<file path="src/rtl/tps_pkg.sv">
`timescale 1ns/1ps
package tps_pkg;
    localparam int FRAME_BITS = 32;
    localparam int DATA_EDGES = 33;
    localparam int PAYLOAD_W  = 24;
    localparam int REG_W      = 5;
    localparam int CHIP_W     = 3;

    localparam logic [CHIP_W-1:0] CHIP_LOCAL   = 3'b000;
    localparam logic [CHIP_W-1:0] CHIP_FOREIGN = 3'b111;
    localparam logic [REG_W-1:0]  REG_RDPTR    = 5'd0;

    typedef enum logic [2:0] {
        ST_IDLE,
        ST_RELEASE,
        ST_REL_GAP,
        ST_WRITE,
        ST_RD_ADDR,
        ST_RD_GAP,
        ST_RD_DATA,
        ST_TAIL
    } st_t;

    function automatic logic [FRAME_BITS-1:0] mk_frame(
        input logic [PAYLOAD_W-1:0] payload,
        input logic [REG_W-1:0]     rg,
        input logic [CHIP_W-1:0]    chip
    );
        return {payload, rg, chip};
    endfunction
endpackage

</file>
<file path="src/rtl/tps_clkdiv.sv">
`timescale 1ns/1ps
module tps_clkdiv #(
    parameter int CLK_DIV = 4
) (
    input  logic clk,
    input  logic rst_n,
    input  logic run,
    output logic tick
);
    localparam int HALF = CLK_DIV / 2;
    localparam int CW   = (HALF > 1) ? $clog2(HALF) : 1;

    logic [CW-1:0] cnt;

    assign tick = run && (cnt == CW'(HALF - 1));

    always_ff @(posedge clk) begin
        if (!rst_n || !run || tick) begin
            cnt <= '0;
        end else begin
            cnt <= cnt + 1'b1;
        end
    end
endmodule

</file>
<file path="src/rtl/tps_shifter.sv">
`timescale 1ns/1ps
module tps_shifter
    import tps_pkg::*;
(
    input  logic                  clk,
    input  logic                  rst_n,
    input  logic                  start,
    input  logic [FRAME_BITS-1:0] word,
    input  logic                  long_frame,
    input  logic                  tick,
    input  logic                  miso,
    output logic                  active,
    output logic                  done,
    output logic                  sclk,
    output logic                  mosi,
    output logic [FRAME_BITS:0]   rx
);
    logic                low_half;
    logic [5:0]          bitn;
    logic                long_q;
    logic [FRAME_BITS:0] tx;
    logic [5:0]          nb;

    assign nb   = long_q ? 6'(DATA_EDGES) : 6'(FRAME_BITS);
    assign done = active && tick && !low_half && (bitn == nb);
    assign sclk = !low_half;

    always_ff @(posedge clk) begin
        if (!rst_n) begin
            active   <= 1'b0;
            low_half <= 1'b0;
            bitn     <= '0;
            long_q   <= 1'b0;
            tx       <= '0;
            rx       <= '0;
            mosi     <= 1'b0;
        end else if (start) begin
            active   <= 1'b1;
            low_half <= 1'b0;
            bitn     <= '0;
            long_q   <= long_frame;
            tx       <= {word, 1'b0};
            rx       <= '0;
        end else if (active && tick) begin
            if (!low_half) begin
                if (bitn == nb) begin
                    active <= 1'b0;
                end else begin
                    low_half <= 1'b1;
                    mosi     <= tx[FRAME_BITS];
                    tx       <= {tx[FRAME_BITS-1:0], 1'b0};
                end
            end else begin
                low_half <= 1'b0;
                rx       <= {rx[FRAME_BITS-1:0], miso};
                bitn     <= bitn + 1'b1;
            end
        end
    end
endmodule

</file>
<file path="src/rtl/tps_sel_decode.sv">
`timescale 1ns/1ps
module tps_sel_decode #(
    parameter int NUM_SLV = 4,
    parameter int SW      = 2
) (
    input  logic          en_on,
    input  logic [SW-1:0] sel,
    output logic [NUM_SLV-1:0] slv_en
);
    for (genvar i = 0; i < NUM_SLV; i++) begin : g_en
        assign slv_en[i] = en_on && (sel == SW'(i));
    end
endmodule

</file>
<file path="src/rtl/twophase_spi_master.sv">
`timescale 1ns/1ps
module twophase_spi_master
    import tps_pkg::*;
#(
    parameter int NUM_SLV = 4,
    parameter int CLK_DIV = 4,
    parameter int GAP_CYC = 2,
    localparam int SW     = (NUM_SLV > 1) ? $clog2(NUM_SLV) : 1
) (
    input  logic               clk,
    input  logic               rst_n,
    input  logic               cmd_valid,
    output logic               cmd_ready,
    input  logic               cmd_read,
    input  logic [SW-1:0]      cmd_slave,
    input  logic [4:0]         cmd_reg,
    input  logic [23:0]        cmd_wdata,
    output logic               rsp_valid,
    output logic               rsp_is_read,
    output logic               rsp_lock,
    output logic [31:0]        rsp_data,
    output logic               sclk,
    output logic               mosi,
    input  logic               miso,
    output logic [NUM_SLV-1:0] slv_en
);
    localparam int GW = $clog2(GAP_CYC + 1);

    st_t state, nstate;

    logic [GW-1:0]  gcnt;
    logic           gap_end;
    logic           c_read;
    logic [SW-1:0]  c_slave;
    logic [4:0]     c_reg;
    logic [23:0]    c_wdata;
    logic [SW-1:0]  owner;
    logic           owner_vld;

    logic           e_read;
    logic [SW-1:0]  e_slave;
    logic [4:0]     e_reg;
    logic [23:0]    e_wdata;

    logic           sh_start;
    logic           sh_long;
    logic [31:0]    sh_word;
    logic           sh_active;
    logic           sh_done;
    logic [32:0]    sh_rx;
    logic           tick;
    logic           en_on;
    logic [SW-1:0]  en_sel;

    // Effective command fields: live inputs while idle, latched copy otherwise
    always_comb begin
        if (state == ST_IDLE) begin
            e_read  = cmd_read;
            e_slave = cmd_slave;
            e_reg   = cmd_reg;
            e_wdata = cmd_wdata;
        end else begin
            e_read  = c_read;
            e_slave = c_slave;
            e_reg   = c_reg;
            e_wdata = c_wdata;
        end
    end

    assign gap_end = (gcnt == GW'(GAP_CYC - 1));

    // State register
    always_ff @(posedge clk) begin
        if (!rst_n) begin
            state <= ST_IDLE;
        end else begin
            state <= nstate;
        end
    end

    // Next-state logic
    always_comb begin
        nstate = state;
        unique case (state)
            ST_IDLE: begin
                if (cmd_valid) begin
                    if (owner_vld && (owner != cmd_slave)) begin
                        nstate = ST_RELEASE;
                    end else if (cmd_read) begin
                        nstate = ST_RD_ADDR;
                    end else begin
                        nstate = ST_WRITE;
                    end
                end
            end
            ST_RELEASE: if (sh_done) nstate = ST_REL_GAP;
            ST_REL_GAP: if (gap_end) nstate = e_read ? ST_RD_ADDR : ST_WRITE;
            ST_WRITE:   if (sh_done) nstate = ST_TAIL;
            ST_RD_ADDR: if (sh_done) nstate = ST_RD_GAP;
            ST_RD_GAP:  if (gap_end) nstate = ST_RD_DATA;
            ST_RD_DATA: if (sh_done) nstate = ST_TAIL;
            ST_TAIL:    if (gap_end) nstate = ST_IDLE;
            default:    nstate = ST_IDLE;
        endcase
    end

    // Output logic
    always_comb begin
        sh_start = 1'b0;
        sh_long  = 1'b0;
        sh_word  = '0;
        if (nstate != state) begin
            unique case (nstate)
                ST_RELEASE: begin
                    sh_start = 1'b1;
                    sh_word  = mk_frame('0, REG_RDPTR, CHIP_FOREIGN);
                end
                ST_WRITE: begin
                    sh_start = 1'b1;
                    sh_word  = mk_frame(e_wdata, e_reg, CHIP_LOCAL);
                end
                ST_RD_ADDR: begin
                    sh_start = 1'b1;
                    sh_word  = mk_frame({19'b0, e_reg}, REG_RDPTR, CHIP_LOCAL);
                end
                ST_RD_DATA: begin
                    sh_start = 1'b1;
                    sh_long  = 1'b1;
                    sh_word  = mk_frame({19'b0, e_reg}, REG_RDPTR, CHIP_LOCAL);
                end
                default: ;
            endcase
        end
        en_on     = (state == ST_RELEASE) || (state == ST_WRITE) ||
                    (state == ST_RD_ADDR) || (state == ST_RD_DATA);
        en_sel    = (state == ST_RELEASE) ? owner : c_slave;
        cmd_ready = (state == ST_IDLE);
    end

    // Pause counter
    always_ff @(posedge clk) begin
        if (!rst_n) begin
            gcnt <= '0;
        end else if ((state == ST_REL_GAP) || (state == ST_RD_GAP) || (state == ST_TAIL)) begin
            gcnt <= gap_end ? '0 : gcnt + 1'b1;
        end else begin
            gcnt <= '0;
        end
    end

    // Command latch and owner tracking
    always_ff @(posedge clk) begin
        if (!rst_n) begin
            c_read    <= 1'b0;
            c_slave   <= '0;
            c_reg     <= '0;
            c_wdata   <= '0;
            owner     <= '0;
            owner_vld <= 1'b0;
        end else begin
            if ((state == ST_IDLE) && cmd_valid) begin
                c_read  <= cmd_read;
                c_slave <= cmd_slave;
                c_reg   <= cmd_reg;
                c_wdata <= cmd_wdata;
            end
            if (sh_start && ((nstate == ST_WRITE) || (nstate == ST_RD_ADDR))) begin
                owner     <= e_slave;
                owner_vld <= 1'b1;
            end
        end
    end

    // Response
    always_ff @(posedge clk) begin
        if (!rst_n) begin
            rsp_valid   <= 1'b0;
            rsp_is_read <= 1'b0;
            rsp_lock    <= 1'b0;
            rsp_data    <= '0;
        end else if ((state == ST_RD_DATA) && sh_done) begin
            rsp_valid   <= 1'b1;
            rsp_is_read <= 1'b1;
            rsp_lock    <= sh_rx[32];
            rsp_data    <= sh_rx[31:0];
        end else if ((state == ST_WRITE) && sh_done) begin
            rsp_valid   <= 1'b1;
            rsp_is_read <= 1'b0;
            rsp_lock    <= 1'b0;
            rsp_data    <= '0;
        end else begin
            rsp_valid   <= 1'b0;
        end
    end

    tps_clkdiv #(.CLK_DIV(CLK_DIV)) u_div (
        .clk   (clk),
        .rst_n (rst_n),
        .run   (sh_active),
        .tick  (tick)
    );

    tps_shifter u_shift (
        .clk        (clk),
        .rst_n      (rst_n),
        .start      (sh_start),
        .word       (sh_word),
        .long_frame (sh_long),
        .tick       (tick),
        .miso       (miso),
        .active     (sh_active),
        .done       (sh_done),
        .sclk       (sclk),
        .mosi       (mosi),
        .rx         (sh_rx)
    );

    tps_sel_decode #(.NUM_SLV(NUM_SLV), .SW(SW)) u_dec (
        .en_on  (en_on),
        .sel    (en_sel),
        .slv_en (slv_en)
    );
endmodule

</file>
<file path="config.mk">
export PLATFORM = sky130hd
export DESIGN_NAME = twophase_spi_master
export DESIGN_NICKNAME = d
export VERILOG_FILES = /design/src/rtl/tps_pkg.sv /design/src/rtl/tps_clkdiv.sv /design/src/rtl/tps_shifter.sv /design/src/rtl/tps_sel_decode.sv /design/src/rtl/twophase_spi_master.sv
export SDC_FILE = /design/constraint.sdc
export NUM_CORES = 1
export LEC_CHECK = 0
export BUFFER_PORTS_ARGS = -buffer_cell sky130_fd_sc_hd__buf_2
export CAP_MARGIN = 20
export CORE_UTILIZATION = 45
export DETAILED_ROUTE_END_ITERATION = 16
export PLACE_DENSITY_LB_ADDON = 0.12
export SLEW_MARGIN = 20
export SYNTH_ARGS = -nofsm -noshare
export SYNTH_HDL_FRONTEND = slang
export SYNTH_SLANG_ARGS = --single-unit
</file>
<file path="constraint.sdc">
create_clock -name clk -period 3.5 [get_ports clk]
set_clock_uncertainty 0.1 [all_clocks]
set_input_delay 0.7 -clock clk [delete_from_list [all_inputs] [get_ports clk]]
set_output_delay 0.7 -clock clk [all_outputs]
set_load 0.1 [all_outputs]
</file>
==> summary.txt <==
# H-tree levels - 4
# resized after CTS - 0
Synth Area per Inst - 8.79 um^2
grt ovf - 0
setup TNS - 0 ns
CP Max Fanout - 10
Residual DRC - 0
mux contribution to synthesized area - 10.1%
most area-consuming cells after synthesis - dfxtp_1 (48%), mux2i_1 (10%), nand2_1 (9.3%)
Synth warnings - 0
gr usage total - 20.0%
routed length per instance - 14.4 um
GPL Wtd Cong - 0.831
die height - 120 um
DRT iter0 DRCs - 274
DRT Pass-1 Iters - 5
Fillers - 1240
Biggest register - u_shift.rx
Largest regs - u_shift.rx x33, rsp_data x32, u_shift.tx x32
post-synth top area share - 48.3%
clock sink count - 151
Via Count - 5107
Clock Latency Late Sink - 0.42 ns
post-synthesis compound-gate area fraction - 18.0%
CTS tree - yes
pin count of the biggest net entering global routing - 66
nature of the critical path endpoint - output port
Worst path max stage delay - 0.52 ns
Synth area leader - dfxtp_1
Static Leak - 2.84 nW
async set-reset flop share out of synthesis - 0%
Crit Path Class - flop to output port
layout cells sized above 1 - 17.7%
max reg flops - 33
Worst path most repeated cell - nand2_1
CTS Buf Count - 17
drt total wl - 13.9 mm
I/O pins - 78
Clock Path Buffers - 2
status - finished clean
Worst Tran Pin Value - 0.802 ns
crit path max-delay cell type - dfxtp_1
DP Wirelength - 9.25 mm
initial core utilization - 46.7%
setup bufs post-CTS - 0
syn_nets - 750
multi-input logic area - 2970 um^2
die area - 14400 um^2
Pwr per Cell Area - 870 nW/um^2
Max rail drop VDD - 0.000560 V
max cap viols - 0
relative max-transition margin - 46.4%
# port buffers - 77
Simple-Gate Fraction of Synth Area - 16.6%
commonest register cell after synthesis - dfxtp_1
Post-synth EDFFs - 0
core area - 13400 um^2
Buf/Inv on CP - 1
Synth top cells by count - nand2_1 (155), dfxtp_1 (151), a21oi_1 (76)
# rows - 42
Hold Vio Cnt, Final - 0
largest family of logic cells by synthesized area - compound AO/OA/AOI/OAI gates
Seq cells post-synth - 151
post-route ant nets - 0
Crit path required time - 2.70 ns
most frequent cell after synthesis - nand2_1
Synth Area in XOR/XNOR - 1.84%
Syn-to-layout area delta - 18.0%
Final Setup Violations - 0
fin crit period - 2.94 ns
critical path's top delay family - simple AND/OR/NAND/NOR gates
sequence of cells on the critical path - and2b_2 -> and2_1 -> nand2_1 -> nand2_1 -> nor2_1 -> buf_2
Hold WC Path Type - flop to flop
Antenna Cells - 0
Syn Inst Count - 712
final hold slack - 0.320 ns
Post-Synth Adder-Cell Area - 0.400%
startpoint types - flop
post-synthesis sequential area ratio - 48.3%
Layout Nets - 809
data arrival time of the worst path - 2.14 ns
initial antenna violation count - 0
Final Cycle Share - 84.0%
clk slew on worst S/H paths - 0.06 ns
Die Wd - 120 um
root buffer cell - clkbuf_16
first-pass GRT wire length - 22.8 mm
Storage cell area - 3020 um^2
vias in the first global route - 4838
DR vias/cell - 5.32
Slew Viols, Final - 0
Max Clk Rate - 340 MHz
Mapped Area - 6260 um^2
hold-fix buffers at CTS - 0
post-synth cell types - 53
unrepaired setup endpoints after global routing - false
## layer usage
layer	routed length (um)	global-route usage, %	vias to the layer above
li1	-	-	2595
met1	6340	24.4	2403
met2	6810	33.8	95
met3	525	4.75	14
met4	190	7.97	0
met5	0	0	-
## stage by stage
| stage | worst slack (ns) | instances | power (mW) | cell area [um^2] | utilization, % |
|---|---|---|---|---|---|
| floorplan | 0.274 | 712 | 4.09 | 6260 | - |
| global placement | 0.782 | 928 | 4.41 | 6740 | 50.3 |
| detailed placement | 0.645 | 928 | 4.48 | 6740 | 50.3 |
| CTS | 0.570 | 960 | 6.47 | 7390 | 55.1 |
| global route | 0.372 | 960 | 6.78 | 7390 | 55.1 |
| finish | 0.561 | 960 | 6.43 | 7390 | 55.1 |
## final timing paths
check	start	end	slack, ns	cells past startpoint
max	state[2]	slv_en[0]	0.56	6
min	gcnt[0]	gcnt[0]	0.32	1
max reg2reg	state[2]	u_shift.tx[11]	0.62	7
min reg2reg	gcnt[0]	gcnt[0]	0.32	1
## kinds of logic (layout without fill, tap and decap cells)
kind of cell / count (synthesis) / count (layout)
compound gates: 175 / 175
xor+xnor: 11 / 11
fa+ha+maj: 2 / 2
buf+inv: 60 / 132
flops: 151 / 151
mux: 63 / 63
simple gates: 250 / 250
## where the power goes
group / leakage, nW / total (mW) / internal [mW] / switching [mW]
Sequential: 1.22 / 2.09 / 1.94 / 0.155
Clock: 0.321 / 1.98 / 1.27 / 0.701
Combinational: 1.29 / 2.36 / 0.847 / 1.51
## final cells by class
class / count / share of cell area (%)
multi-input cells: 501 / 40.2
repair buffers: 88 / 6.50
flip-flops and latches: 151 / 40.9
clock inverters: 10 / 2.24
clock buffers: 22 / 6.55
well taps: 176 / 2.98
inverters: 12 / 0.610
## cells in the final DEF (no fill, tap or decap), types with 12 or more instances in the layout
| cell type | Yosys | routed |
|---|---|---|
| o21ai_0 | 12 | 12 |
| nor2_1 | 55 | 53 |
| dfxtp_1 | 151 | 151 |
| a21oi_1 | 76 | 76 |
| mux2i_1 | 63 | 63 |
| nand2_1 | 155 | 154 |
| o22ai_1 | 20 | 20 |
| clkbuf_16 | 0 | 17 |
| a22oi_1 | 33 | 33 |
| buf_2 | 5 | 77 |
Note: power is estimated with default switching activity, not from simulation.
